### config.mk
export PLATFORM = sky130hd
export DESIGN_NAME = pll_clk_bank
export DESIGN_NICKNAME = d
export VERILOG_FILES = /design/src/rtl/pll_bank_pkg.sv /design/src/rtl/pll_bank_ptr.sv /design/src/rtl/pll_bank_entry.sv /design/src/rtl/pll_bank_regs.sv /design/src/rtl/pll_clk_bank.sv
export SDC_FILE = /design/constraint.sdc
export NUM_CORES = 1
export LEC_CHECK = 0
export BUFFER_PORTS_ARGS = -buffer_cell sky130_fd_sc_hd__buf_2
export CAP_MARGIN = 25
export CORE_MARGIN = 4
export CORE_UTILIZATION = 59
export CTS_CLUSTER_SIZE = 24
export DETAILED_ROUTE_END_ITERATION = 12
export HOLD_SLACK_MARGIN = 0.08
export PLACE_DENSITY = 0.89
export SYNTH_ARGS = -nofsm -noshare
export SYNTH_HDL_FRONTEND = slang
export SYNTH_SLANG_ARGS = --single-unit
### constraint.sdc
create_clock -name clk_i -period 4.7 [get_ports clk_i]
set_clock_uncertainty 0.1 [all_clocks]
set_input_delay 0.47 -clock clk_i [delete_from_list [all_inputs] [get_ports clk_i]]
set_output_delay 0.47 -clock clk_i [all_outputs]
set_load 0.01 [all_outputs]
### src/rtl/pll_bank_pkg.sv
package pll_bank_pkg;
  typedef enum logic [1:0] {
    PORT_NONE = 2'd0,
    PORT_RIDX = 2'd1,
    PORT_WIDX = 2'd2,
    PORT_DATA = 2'd3
  } port_e;

  localparam int M_W  = 7;
  localparam int N_W  = 7;
  localparam int N1_W = 5;
  localparam int N2_W = 2;

  localparam logic [M_W-1:0] FIX0_M = 7'h28;
  localparam logic [N_W-1:0] FIX0_N = 7'h61;
  localparam logic [M_W-1:0] FIX1_M = 7'h3D;
  localparam logic [N_W-1:0] FIX1_N = 7'h62;

  typedef struct packed {
    logic [M_W-1:0] m;
    logic [N_W-1:0] n;
  } clk_ent_t;
endpackage

### src/rtl/pll_bank_ptr.sv
module pll_bank_ptr #(
  parameter int IDX_W = 4
) (
  input  logic             clk_i,
  input  logic             rst_ni,
  input  logic             load_i,
  input  logic [IDX_W-1:0] load_val_i,
  input  logic             step_i,
  output logic [IDX_W-1:0] idx_o,
  output logic             hi_o
);
  always_ff @(posedge clk_i or negedge rst_ni) begin
    if (!rst_ni) begin
      idx_o <= '0;
      hi_o  <= 1'b0;
    end else if (load_i) begin
      idx_o <= load_val_i;
      hi_o  <= 1'b0;
    end else if (step_i) begin
      hi_o <= ~hi_o;
      if (hi_o) idx_o <= idx_o + IDX_W'(1);
    end
  end

  a_r3_byte_toggles: assert property (@(posedge clk_i) disable iff (!rst_ni)
    (step_i && !load_i) |=> (hi_o != $past(hi_o)));
  a_r3_index_advances: assert property (@(posedge clk_i) disable iff (!rst_ni)
    (step_i && !load_i && hi_o) |=> (idx_o == $past(idx_o) + IDX_W'(1)));
  a_r2_load_clears_byte: assert property (@(posedge clk_i) disable iff (!rst_ni)
    load_i |=> (!hi_o && idx_o == $past(load_val_i)));
endmodule

### src/rtl/pll_bank_entry.sv
module pll_bank_entry
  import pll_bank_pkg::*;
#(
  parameter int             IDX_W   = 4,
  parameter int             ENT_IDX = 2,
  parameter logic [M_W-1:0] M_RST   = 7'h1B,
  parameter logic [N_W-1:0] N_RST   = 7'h41
) (
  input  logic             clk_i,
  input  logic             rst_ni,
  input  logic             we_i,
  input  logic [IDX_W-1:0] widx_i,
  input  logic             whi_i,
  input  logic [7:0]       wdata_i,
  output clk_ent_t         ent_o
);
  logic hit;
  assign hit = we_i && (widx_i == IDX_W'(ENT_IDX));

  always_ff @(posedge clk_i or negedge rst_ni) begin
    if (!rst_ni) begin
      ent_o.m <= M_RST;
      ent_o.n <= N_RST;
    end else if (hit) begin
      if (whi_i) ent_o.n <= wdata_i[N_W-1:0];
      else       ent_o.m <= wdata_i[M_W-1:0];
    end
  end

  a_r4_m_capture: assert property (@(posedge clk_i) disable iff (!rst_ni)
    (hit && !whi_i) |=> (ent_o.m == $past(wdata_i[M_W-1:0])));
  a_r4_n_capture: assert property (@(posedge clk_i) disable iff (!rst_ni)
    (hit && whi_i) |=> (ent_o.n == $past(wdata_i[N_W-1:0])));
  a_r5_hold_unaddressed: assert property (@(posedge clk_i) disable iff (!rst_ni)
    !hit |=> $stable(ent_o));
endmodule

### src/rtl/pll_bank_regs.sv
module pll_bank_regs
  import pll_bank_pkg::*;
#(
  parameter int             IDX_W      = 4,
  parameter int             PROG_IDX   = 2,
  parameter int             MCLK_IDX   = 10,
  parameter int             CTRL_IDX   = 14,
  parameter logic [M_W-1:0] PROG_M_RST = 7'h1B,
  parameter logic [N_W-1:0] PROG_N_RST = 7'h41,
  parameter logic [M_W-1:0] MCLK_M_RST = 7'h2E,
  parameter logic [N_W-1:0] MCLK_N_RST = 7'h23,
  parameter logic [7:0]     CTRL_RST   = 8'h00
) (
  input  logic             clk_i,
  input  logic             rst_ni,
  input  logic             we_i,
  input  logic [IDX_W-1:0] widx_i,
  input  logic             whi_i,
  input  logic [7:0]       wdata_i,
  input  logic [IDX_W-1:0] ridx_i,
  input  logic             rhi_i,
  output logic [7:0]       rbyte_o,
  output clk_ent_t         prog_o,
  output clk_ent_t         mclk_o,
  output logic [7:0]       ctrl_o
);
  localparam int NUM_WR = 2;
  localparam int WR_IDX_0 = PROG_IDX;
  localparam int WR_IDX_1 = MCLK_IDX;

  clk_ent_t wr_ent [NUM_WR];

  for (genvar g = 0; g < NUM_WR; g++) begin : g_ent
    localparam int             EIDX = (g == 0) ? WR_IDX_0 : WR_IDX_1;
    localparam logic [M_W-1:0] EM   = (g == 0) ? PROG_M_RST : MCLK_M_RST;
    localparam logic [N_W-1:0] EN   = (g == 0) ? PROG_N_RST : MCLK_N_RST;
    pll_bank_entry #(
      .IDX_W(IDX_W), .ENT_IDX(EIDX), .M_RST(EM), .N_RST(EN)
    ) i_ent (
      .clk_i, .rst_ni, .we_i, .widx_i, .whi_i, .wdata_i,
      .ent_o(wr_ent[g])
    );
  end

  assign prog_o = wr_ent[0];
  assign mclk_o = wr_ent[1];

  logic ctrl_hit;
  assign ctrl_hit = we_i && !whi_i && (widx_i == IDX_W'(CTRL_IDX));

  always_ff @(posedge clk_i or negedge rst_ni) begin
    if (!rst_ni)       ctrl_o <= CTRL_RST;
    else if (ctrl_hit) ctrl_o <= wdata_i;
  end

  function automatic logic [7:0] pick(input clk_ent_t e, input logic hi);
    return hi ? {1'b0, e.n} : {1'b0, e.m};
  endfunction

  always_comb begin
    rbyte_o = 8'h00;
    if (ridx_i == IDX_W'(0))             rbyte_o = pick({FIX0_M, FIX0_N}, rhi_i);
    else if (ridx_i == IDX_W'(1))        rbyte_o = pick({FIX1_M, FIX1_N}, rhi_i);
    else if (ridx_i == IDX_W'(PROG_IDX)) rbyte_o = pick(prog_o, rhi_i);
    else if (ridx_i == IDX_W'(MCLK_IDX)) rbyte_o = pick(mclk_o, rhi_i);
    else if (ridx_i == IDX_W'(CTRL_IDX)) rbyte_o = rhi_i ? 8'h00 : ctrl_o;
  end

  a_r4_ctrl_capture: assert property (@(posedge clk_i) disable iff (!rst_ni)
    ctrl_hit |=> (ctrl_o == $past(wdata_i)));
  a_r5_ctrl_hold: assert property (@(posedge clk_i) disable iff (!rst_ni)
    !ctrl_hit |=> $stable(ctrl_o));
endmodule

### src/rtl/pll_clk_bank.sv
module pll_clk_bank
  import pll_bank_pkg::*;
#(
  parameter int             IDX_W      = 4,
  parameter int             PROG_IDX   = 2,
  parameter int             MCLK_IDX   = 10,
  parameter int             CTRL_IDX   = 14,
  parameter logic [M_W-1:0] PROG_M_RST = 7'h1B,
  parameter logic [N_W-1:0] PROG_N_RST = 7'h41,
  parameter logic [M_W-1:0] MCLK_M_RST = 7'h2E,
  parameter logic [N_W-1:0] MCLK_N_RST = 7'h23,
  parameter logic [7:0]     CTRL_RST   = 8'h00
) (
  input  logic        clk_i,
  input  logic        rst_ni,
  input  logic        rs_pll_i,
  input  logic        rd_en_i,
  input  logic        wr_en_i,
  input  logic [1:0]  port_i,
  input  logic [7:0]  wdata_i,
  output logic [7:0]  rdata_o,
  input  logic [1:0]  clk_sel_i,
  output logic [6:0]  m_o,
  output logic [4:0]  n1_o,
  output logic [1:0]  n2_o,
  output logic [6:0]  mclk_m_o,
  output logic [4:0]  mclk_n1_o,
  output logic [1:0]  mclk_n2_o,
  output logic [7:0]  pll_ctrl_o
);
  localparam int RD = 0;
  localparam int WR = 1;

  logic acc_rd, acc_wr;
  assign acc_rd = rd_en_i && rs_pll_i;
  assign acc_wr = wr_en_i && rs_pll_i;

  logic [IDX_W-1:0] ptr_idx [2];
  logic [1:0]       ptr_hi, ptr_ld, ptr_st;

  assign ptr_ld[RD] = acc_wr && (port_i == PORT_RIDX);
  assign ptr_ld[WR] = acc_wr && (port_i == PORT_WIDX);
  assign ptr_st[RD] = acc_rd && (port_i == PORT_DATA);
  assign ptr_st[WR] = acc_wr && (port_i == PORT_DATA);

  for (genvar g = 0; g < 2; g++) begin : g_ptr
    pll_bank_ptr #(.IDX_W(IDX_W)) i_ptr (
      .clk_i, .rst_ni,
      .load_i    (ptr_ld[g]),
      .load_val_i(wdata_i[IDX_W-1:0]),
      .step_i    (ptr_st[g]),
      .idx_o     (ptr_idx[g]),
      .hi_o      (ptr_hi[g])
    );
  end

  logic [7:0] rbyte;
  clk_ent_t   prog_ent, mclk_ent;

  pll_bank_regs #(
    .IDX_W(IDX_W), .PROG_IDX(PROG_IDX), .MCLK_IDX(MCLK_IDX), .CTRL_IDX(CTRL_IDX),
    .PROG_M_RST(PROG_M_RST), .PROG_N_RST(PROG_N_RST),
    .MCLK_M_RST(MCLK_M_RST), .MCLK_N_RST(MCLK_N_RST), .CTRL_RST(CTRL_RST)
  ) i_regs (
    .clk_i, .rst_ni,
    .we_i   (ptr_st[WR]),
    .widx_i (ptr_idx[WR]),
    .whi_i  (ptr_hi[WR]),
    .wdata_i,
    .ridx_i (ptr_idx[RD]),
    .rhi_i  (ptr_hi[RD]),
    .rbyte_o(rbyte),
    .prog_o (prog_ent),
    .mclk_o (mclk_ent),
    .ctrl_o (pll_ctrl_o)
  );

  logic [7:0] rd_next;
  always_comb begin
    rd_next = 8'h00;
    if (rs_pll_i) begin
      unique case (port_i)
        PORT_RIDX: rd_next = 8'(ptr_idx[RD]);
        PORT_WIDX: rd_next = 8'(ptr_idx[WR]);
        PORT_DATA: rd_next = rbyte;
        default:   rd_next = 8'h00;
      endcase
    end
  end

  always_ff @(posedge clk_i or negedge rst_ni) begin
    if (!rst_ni)      rdata_o <= 8'h00;
    else if (rd_en_i) rdata_o <= rd_next;
  end

  clk_ent_t sel_ent;
  always_comb begin
    unique case (clk_sel_i)
      2'd0:    sel_ent = '{m: FIX0_M, n: FIX0_N};
      2'd1:    sel_ent = '{m: FIX1_M, n: FIX1_N};
      default: sel_ent = prog_ent;
    endcase
  end

  assign m_o       = sel_ent.m;
  assign n1_o      = sel_ent.n[N1_W-1:0];
  assign n2_o      = sel_ent.n[N1_W+N2_W-1:N1_W];
  assign mclk_m_o  = mclk_ent.m;
  assign mclk_n1_o = mclk_ent.n[N1_W-1:0];
  assign mclk_n2_o = mclk_ent.n[N1_W+N2_W-1:N1_W];

  a_r6_deselected_holds: assert property (@(posedge clk_i) disable iff (!rst_ni)
    !rs_pll_i |=> ($stable(ptr_idx[RD]) && $stable(ptr_idx[WR]) && $stable(ptr_hi)
                   && $stable(pll_ctrl_o) && $stable(prog_ent) && $stable(mclk_ent)));
  a_r6_deselected_reads_zero: assert property (@(posedge clk_i) disable iff (!rst_ni)
    (rd_en_i && !rs_pll_i) |=> (rdata_o == 8'h00));
  a_r8_rdata_holds: assert property (@(posedge clk_i) disable iff (!rst_ni)
    !rd_en_i |=> $stable(rdata_o));
  a_r8_read_before_write: assert property (@(posedge clk_i) disable iff (!rst_ni)
    (acc_rd && acc_wr && port_i == PORT_DATA && ptr_idx[RD] == ptr_idx[WR]
     && ptr_hi[RD] == ptr_hi[WR]) |=> (rdata_o == $past(rbyte)));
  a_r9_write_keeps_read_ptr: assert property (@(posedge clk_i) disable iff (!rst_ni)
    (!ptr_ld[RD] && !ptr_st[RD]) |=> ($stable(ptr_idx[RD]) && $stable(ptr_hi[RD])));
  a_r9_read_keeps_write_ptr: assert property (@(posedge clk_i) disable iff (!rst_ni)
    (!ptr_ld[WR] && !ptr_st[WR]) |=> ($stable(ptr_idx[WR]) && $stable(ptr_hi[WR])));
endmodule

# == Word-level counts from Yosys, hierarchy flattened ==
# Index checks and enable logic that the tools add are counted.
# totals
reg_bits,54
input_bits,17
output_inout_bits,44
word_cells,71
# op_classes
n_addsub,2
n_eq_ne,11
n_mux,23
n_bitwise,2
n_reduce_logical,23
# op_table
op,n
8-bit two-way mux,7
7-bit two-way mux,4
14-bit case mux with 2 select lines,1
4-bit two-way mux,6
8-bit case mux with 3 select lines,1
"4-bit == test, second input constant",4
2-bit AND reduction,6
1-bit logical AND,10
"4-bit by 1-bit adder with 4-bit output, second input constant",2
"4-bit by 2-bit == test with 1-bit output, second input constant",2
2-bit nonzero test,4
"2-bit by 1-bit == test with 1-bit output, second input constant",2
"2-bit == test, second input constant",2
"4-bit by 1-bit == test with 1-bit output, second input constant",1
4-bit logical NOT,1
1-bit two-way mux,4
2-bit logical NOT,1
1-bit inverter,2
1-bit logical NOT,1

# == Logic depth before layout (Yosys ltp) ==
# Gate-level depths: netlist (run 1).
# logic_depth
word_depth,8
depth_mapped,6
depth_no_buf,6

# == Hierarchy ==
# A second synthesis (run 1) with hierarchy kept.
# hier_totals
hier_cells,260
area_unflattened_um2,2995.4
# modules_own_cells
mod,n_inst,cells_each,area_per_inst_um2,seq_area_each_um2
pll_bank_regs,1,85,817.0,200.2
pll_bank_entry (i_regs.g_ent[0].i_ent),1,32,585.6,357.8
pll_bank_entry (i_regs.g_ent[1].i_ent),1,32,583.1,359.1
pll_clk_bank,1,61,519.2,200.2
pll_bank_ptr,2,25,245.2,125.1

# == Worst setup path after synthesis (run 1) ==
# OpenSTA, ideal clock, no wires.
# synth_path
kind,reg-to-reg
start,register g_ptr[0].i_ptr.idx_o[0]
end,register rdata_o[0]
setup_ps,140
arrival_time_ps,1655
t_required_ps,4460
path_slack_ps,2806
path_stages_with_launch,7
path_buffers,0
period_less_slack_ps,1894
cell_sequence,dfrtp_1 inv_1 ha_1 and2_0 and3_1 a2111oi_0 o221ai_1
# synth_via
elab_chain_cells,8
elab_cells_between_ends,12
classes_between,eq/ne: 4; mux: 7; reduce/logical: 1
# synth_lines
item,line_no,rtl
start: declaration,pll_bank_ptr.sv:9,"output logic [IDX_W-1:0] idx_o,"
start signal: assignment,pll_bank_ptr.sv:17,idx_o <= load_val_i;
start signal: assignment,pll_bank_ptr.sv:21,if (hi_o) idx_o <= idx_o + IDX_W'(1);
4-bit == test,pll_bank_regs.sv:66,else if (ridx_i == IDX_W'(CTRL_IDX)) rbyte_o = rhi_i ? 8'h00 : ctrl_o;
8-bit two-way mux,pll_bank_regs.sv:66,
8-bit two-way mux,pll_bank_regs.sv:65,"else if (ridx_i == IDX_W'(MCLK_IDX)) rbyte_o = pick(mclk_o, rhi_i);"
8-bit two-way mux,pll_bank_regs.sv:64,"else if (ridx_i == IDX_W'(PROG_IDX)) rbyte_o = pick(prog_o, rhi_i);"
8-bit two-way mux,pll_bank_regs.sv:63,"else if (ridx_i == IDX_W'(1)) rbyte_o = pick({FIX1_M, FIX1_N}, rhi_i);"
8-bit two-way mux,pll_bank_regs.sv:62,"if (ridx_i == IDX_W'(0)) rbyte_o = pick({FIX0_M, FIX0_N}, rhi_i);"
8-bit case mux with 3 select lines *,pll_clk_bank.sv:82,unique case (port_i)
8-bit two-way mux *,pll_clk_bank.sv:81,if (rs_pll_i) begin
end signal: assignment,pll_clk_bank.sv:93,else if (rd_en_i) rdata_o <= rd_next;
end: declaration,pll_clk_bank.sv:21,"output logic [7:0] rdata_o,"
# Mark *: on every way between the ends. The rest lies on a longest branch, timed or not.
# A chain may end at the register's enable or synchronous reset.

# == Final worst setup path (run 1) ==
# layout_path
start,register g_ptr[0].i_ptr.hi_o
end,register rdata_o[0]
# layout_via
elab_chain_cells,8
elab_cells_between_ends,12
classes_between,mux: 12
# layout_lines
item,line_no,rtl
start: declaration,pll_bank_ptr.sv:10,output logic hi_o
start signal: assignment,pll_bank_ptr.sv:20,hi_o <= ~hi_o;
8-bit two-way mux (2 in series),pll_bank_regs.sv:66,
8-bit two-way mux,pll_bank_regs.sv:65,
8-bit two-way mux,pll_bank_regs.sv:64,
8-bit two-way mux,pll_bank_regs.sv:63,
8-bit two-way mux *,pll_bank_regs.sv:62,
8-bit case mux with 3 select lines *,pll_clk_bank.sv:82,
8-bit two-way mux *,pll_clk_bank.sv:81,
# Marked as above.

==> results of run 1 <==
==> worst max-delay path, cell delays in order (launching register included) <==
cell and delay (ns):
dfrtp_1 0.98, inv_1 0.24, and3_1 0.26, a2111oi_0 0.49
o221ai_1 0.18
==> flip-flops by register name, summed over array words and instances, names as in the netlist <==
signal,cells
rdata_o,8
i_regs.g_ent.i_ent.ent_o,28
i_regs.ctrl_o,8
g_ptr.i_ptr.hi_o,2
g_ptr.i_ptr.idx_o,8
==> power by group <==
group | internal [mW] | switching (mW) | total (mW)
clock | 0.122 | 0.158 | 0.280
sequential | 0.529 | 0.130 | 0.658
combinational | 0.169 | 0.177 | 0.346
total | 0.819 | 0.465 | 1.28
==> worst max-delay path by stage <==
stage	start	to	slack, ns
4_1_cts	g_ptr[0].i_ptr.hi_o	rdata_o[0]	2.37
2_1_floorplan	g_ptr[0].i_ptr.idx_o[0]	rdata_o[0]	2.81
5_1_grt	g_ptr[0].i_ptr.hi_o	rdata_o[0]	2.08
6_report	g_ptr[0].i_ptr.hi_o	rdata_o[0]	2.33
3_3_place_gp	g_ptr[0].i_ptr.hi_o	rdata_o[0]	2.56
3_5_place_dp	g_ptr[0].i_ptr.hi_o	rdata_o[0]	2.39
==> through the flow <==
step	power, mW	hold WS (ns)
3_5_place_dp	1.01	0.372
3_3_place_gp	0.992	0.368
6_report	1.28	0.143
5_1_grt	1.37	0.223
2_1_floorplan	0.895	0.0744
4_1_cts	1.29	0.180
==> per-layer routing <==
metal,track usage [%],vias to the layer above,share of wire (%),wire length (um)
met4,11.0,0,2.7,193
li1,-,1091,-,-
met1,34.5,1157,42,2960
met3,4.82,18,7.0,495
met5,0,-,0,0
met2,39.7,92,49,3440
==> cells by family after synthesis <==
kind of cell	after synthesis	share of synthesized area, %
simple gates	86	17.5
flops	54	46.4
compound gates	51	11.3
mux	49	18.2
buf+inv	20	2.84
fa+ha+maj	6	2.55
xor+xnor	4	1.19
==> cells in the final DEF, fill, tap and decap left out, types with 2 or more instances in the layout <==
master / instances
dfrtp_1: 41
mux2_2: 37
o22ai_1: 2
nor4_4: 2
and2_1: 6
and3_1: 4
nor2b_1: 3
nand2_1: 23
nor2_1: 14
nor3_1: 4
and4_1: 2
o2bb2ai_1: 3
dfstp_2: 13
xor2_1: 2
a22oi_1: 4
a211oi_1: 2
o21ai_0: 12
nand3_1: 8
o22a_1: 2
a21oi_1: 14
a221oi_1: 2
nand2b_1: 6
mux2i_1: 12
inv_1: 8
o221ai_1: 3
clkbuf_8: 6
buf_2: 60
ha_1: 6
xnor2_1: 2
nand3b_1: 5
==> layout make-up <==
cell class                      instances  area [um2]
Fill cell                             356        1400
Tap cell                               67        83.8
Multi-Input combinational cell        196        1500
Inverter                                8        30.0
Timing Repair Buffer                   61         308
Clock inverter                          2        16.3
Clock buffer                            6        82.6
Sequential cell                        54        1370
==> results.cfg, run 1 <==
[synth]
synth_area_leader_cell = dfrtp_1
yosysTopAreaCellShare_pct = 34.8
yosysWarnings = 0
synth_edf_count = 0
syn_nets = 293
synthArstFlopShare_pct = 100
synthesis.area_um2 = 2950
avgSynthCellArea_um2 = 10.9
synth.distinct_cells = 47
synth_ff_type = dfrtp_1
synth_common_cells = dfrtp_1, mux2_2, nand2_1
synth_cells = 270
synth-seq-cells = 54
seq_area_frac_synth_pct = 46.4
synth_area_leaders = dfrtp_1, mux2_2, dfstp_2
synthMostInstantiatedCell = dfrtp_1

[worst_setup_path]
r2r_start = g_ptr[0].i_ptr.hi_o
arrival_ns = 2.45
path_class = register to register
regToRegSetupSlack_ns = 2.33
start_kind = register
required_ns = 4.78
cp_max_fo = 26
crit_path_end_kind = register
r2r-end = rdata_o[0]
rr_worst_depth = 4

[grt]
overflow = 0
antenna_found_initial = 0
grt_start_max_net_pins = 55
track_usage_pct = 25.4
grt_pass1_vias = 2348
grt_first_pass_wirelength_um = 12100

[finish]
antenna_cells = 0
drive_above_1_share_pct = 38.5
layoutNonFillerInstCount = 394
final_core_util_pct = 70.7
nets = 349
design_area_um2 = 3380
area_growth_pct = 14.8

[timing]
timing.setup.tns_ns = 0
rsz0062_at_grt = no
hold_viol_final = 0
maxSlewViolCount = 0
period_share_pct = 50.5
fin_crit_ns = 2.37
worstMarginPinSlew_ns = 0.944
setup_viol = 0
layout_setup_ws_ns = 2.33
slew_headroom_pct = 37.1
fmax_mhz = 421

[cts]
clkTransAtPathRegs_ns = 0.10
htreeDepth = 2
cts_tree = built
cts_setup_buffers = 0
cts_resized = 0
numCtsBuffers = 5
cts_hold_buf = 0
cts.path.max_buffers = 2
clock-sinks = 54
clkLatencyLatePin_ns = 0.31
cts-root-buf = clkbuf_8

[power_and_ir_drop]
p_leak_nw = 1.63
vdd_ir_drop_max_uv = 200
power_density_nw_per_um2 = 379

[placement]
io_buffers = 60
placedInstanceArea_um2 = 3280
gp_congestion = 0.852
dp_cells = 386
dpl.hpwl_um = 5150
pre_cts_slack_ns = 2.39

[floorplan]
fp.dieW_um = 78.7
fp-row-count = 25
fp.dieH_um = 78.7
core_um2 = 4790
die_area_um2 = 6190
start_util_pct = 61.6
io_pins = 61

[detailed_routing]
viasPerCell = 5.98
wl_um = 7090
drt_iter0_markers = 216
num_vias = 2358
drc = 0
postRouteAntennaNets = 0
routedWlPerCell_um = 18.0
drt_first_pass_iters = 4

[run]
maxCapViolCount = 0

[outcome]
run_status = finished clean

[min_path]
min_path_type = primary input to asynchronous set/reset pin
Note: power is estimated with default switching activity, not from simulation.
==> run 2, diff against run 1 <==
- CORE_UTILIZATION: 59 -> 55
- PLACE_DENSITY: 0.89 -> 0.84
- clock period: 4.7 -> 2.2 ns (I/O delays scaled with it)
==> results.cfg, run 2 (synthesized netlist as in run 1, its figures left out) <==
[outcome]
run_status = finished clean

[floorplan]
die_area_um2 = 6590
fp.dieH_um = 81.2
fp-row-count = 26
io_pins = 61
core_um2 = 5140
start_util_pct = 57.3
fp.dieW_um = 81.2

[power_and_ir_drop]
p_seq_share_pct = 46.8
intPower_mw = 1.87
p_clk_share_pct = 24.3
p_leak_nw = 1.69
p_sw_mw = 1.03
p_sw_share_pct = 35.5
vdd_ir_drop_max_uv = 430
power_mw = 2.90
power_density_nw_per_um2 = 835
combPwrFrac_pct = 28.9

[detailed_routing]
viasPerCell = 5.77
routedWlPerCell_um = 18.0
drt_first_pass_iters = 4
wl_um = 7320
drc = 0
drt_iter0_markers = 170
postRouteAntennaNets = 0
num_vias = 2344

[timing]
slew_headroom_pct = 55.4
hold_viol_final = 0
rsz0062_at_grt = no
timing.setup.tns_ns = 0
fmax_mhz = 488
setup_viol = 0
maxSlewViolCount = 0
worstMarginPinSlew_ns = 0.669
period_share_pct = 93.2
fin_crit_ns = 2.05

[cts]
clkTransAtPathRegs_ns = 0.10
clock-sinks = 54
htreeDepth = 2
cts_resized = 0
numCtsBuffers = 5
cts_tree = built
cts-root-buf = clkbuf_8
cts.path.max_buffers = 2
clkLatencyLatePin_ns = 0.32

[run]
maxCapViolCount = 0

[worst_setup_path]
cp_max_fo = 7
rr_worst_depth = 5
path_class = register to register
arrival_ns = 2.15
start_kind = register
r2r-end = i_regs.g_ent[1].i_ent.ent_o[7]
r2r_start = g_ptr[1].i_ptr.idx_o[0]
regToRegSetupSlack_ns = 0.15
required_ns = 2.30
crit_path_end_kind = register

[grt]
grt.busiest_layer = met2
met1_usage_pct = 32.6
overflow = 0
use_met3_pct = 3.55
track_usage_pct = 23.4
antenna_found_initial = 0
grt.met2_usage_pct = 38.1
grt_pass1_vias = 2288
grt_start_max_net_pins = 55
grt_first_pass_wirelength_um = 11800

[finish]
mostFrequentLayoutCells = buf_2, dfrtp_1, mux2_2
drive_above_1_share_pct = 39.6
top_register = i_regs.g_ent.i_ent.ent_o
area_growth_pct = 18.0
antenna_cells = 0
layoutNonFillerInstCount = 406
final_common_cell = buf_2
nets = 358
largest_reg_flops = 28

[min_path]
holdCritStartpoint = wdata_i[6]
hold_depth = 2
min_to = i_regs.g_ent[1].i_ent.ent_o[6]
min_path_type = primary input to register

[placement]
dp_cells = 396
gp_congestion = 0.932
dpl.hpwl_um = 5310
io_buffers = 60
==> run 2: worst max path at each step <==
stage / startpoint / end / slack, ns
after CTS: g_ptr[1].i_ptr.idx_o[0] / i_regs.g_ent[1].i_ent.ent_o[7] / 0.16
after global placement: g_ptr[1].i_ptr.idx_o[0] / i_regs.g_ent[1].i_ent.ent_o[13] / 0.25
after floorplan: g_ptr[0].i_ptr.idx_o[0] / rdata_o[0] / 0.31
after global routing: g_ptr[0].i_ptr.idx_o[0] / rdata_o[0] / 0.008
final: g_ptr[1].i_ptr.idx_o[0] / i_regs.g_ent[1].i_ent.ent_o[7] / 0.15
after detailed placement: g_ptr[0].i_ptr.idx_o[0] / rdata_o[0] / 0.16
==> run 2: metrics by stage <==
step	area, um2	hold slack [ns]	utilization (%)	worst slack (ns)
floorplan	2950	-0.176	-	0.306
global placement	3340	0.275	65.0	0.253
detailed placement	3340	0.284	65.0	0.158
CTS	3480	0.105	67.6	0.156
global route	3480	0.117	67.6	0.00799
finish	3480	0.112	67.6	0.151
==> run 2: worst max-delay path: stages (launching register included) <==
cell	delay (ns)
dfrtp_1	0.46
inv_1	0.10
ha_1	0.21
nand4_4	0.18
nor4b_4	0.50
mux2_2	0.40
==> run 2: routing by layer <==
layer	up-vias	share of wire, %
met2	79	49
met1	1151	44
met3	6	6.0
met4	0	1.1
li1	1108	-
met5	-	0
==> run 2: layout make-up <==
cell class,count,area [um2]
clock inverters,3,47.5
clock buffers,5,68.8
flip-flops and latches,54,1370
fillers,415,1660
multi-input cells,196,1500
repair buffers,70,380
well taps,70,87.6
inverters,8,30.0
==> run 2: power groups by stage <==
stage / combinational [mW] / clock (mW) / sequential (mW)
2_1_floorplan: 0.661 / 0 / 1.25
3_3_place_gp: 0.809 / 0 / 1.36
3_5_place_dp: 0.829 / 0 / 1.37
4_1_cts: 0.835 / 0.709 / 1.35
5_1_grt: 0.926 / 0.746 / 1.38
6_report: 0.840 / 0.705 / 1.36
==> run 2: what timing repair did <==
action	in CTS	in global routing
setup buffers	0	0
hold endpoints to repair	42	0
hold buffers	2	0
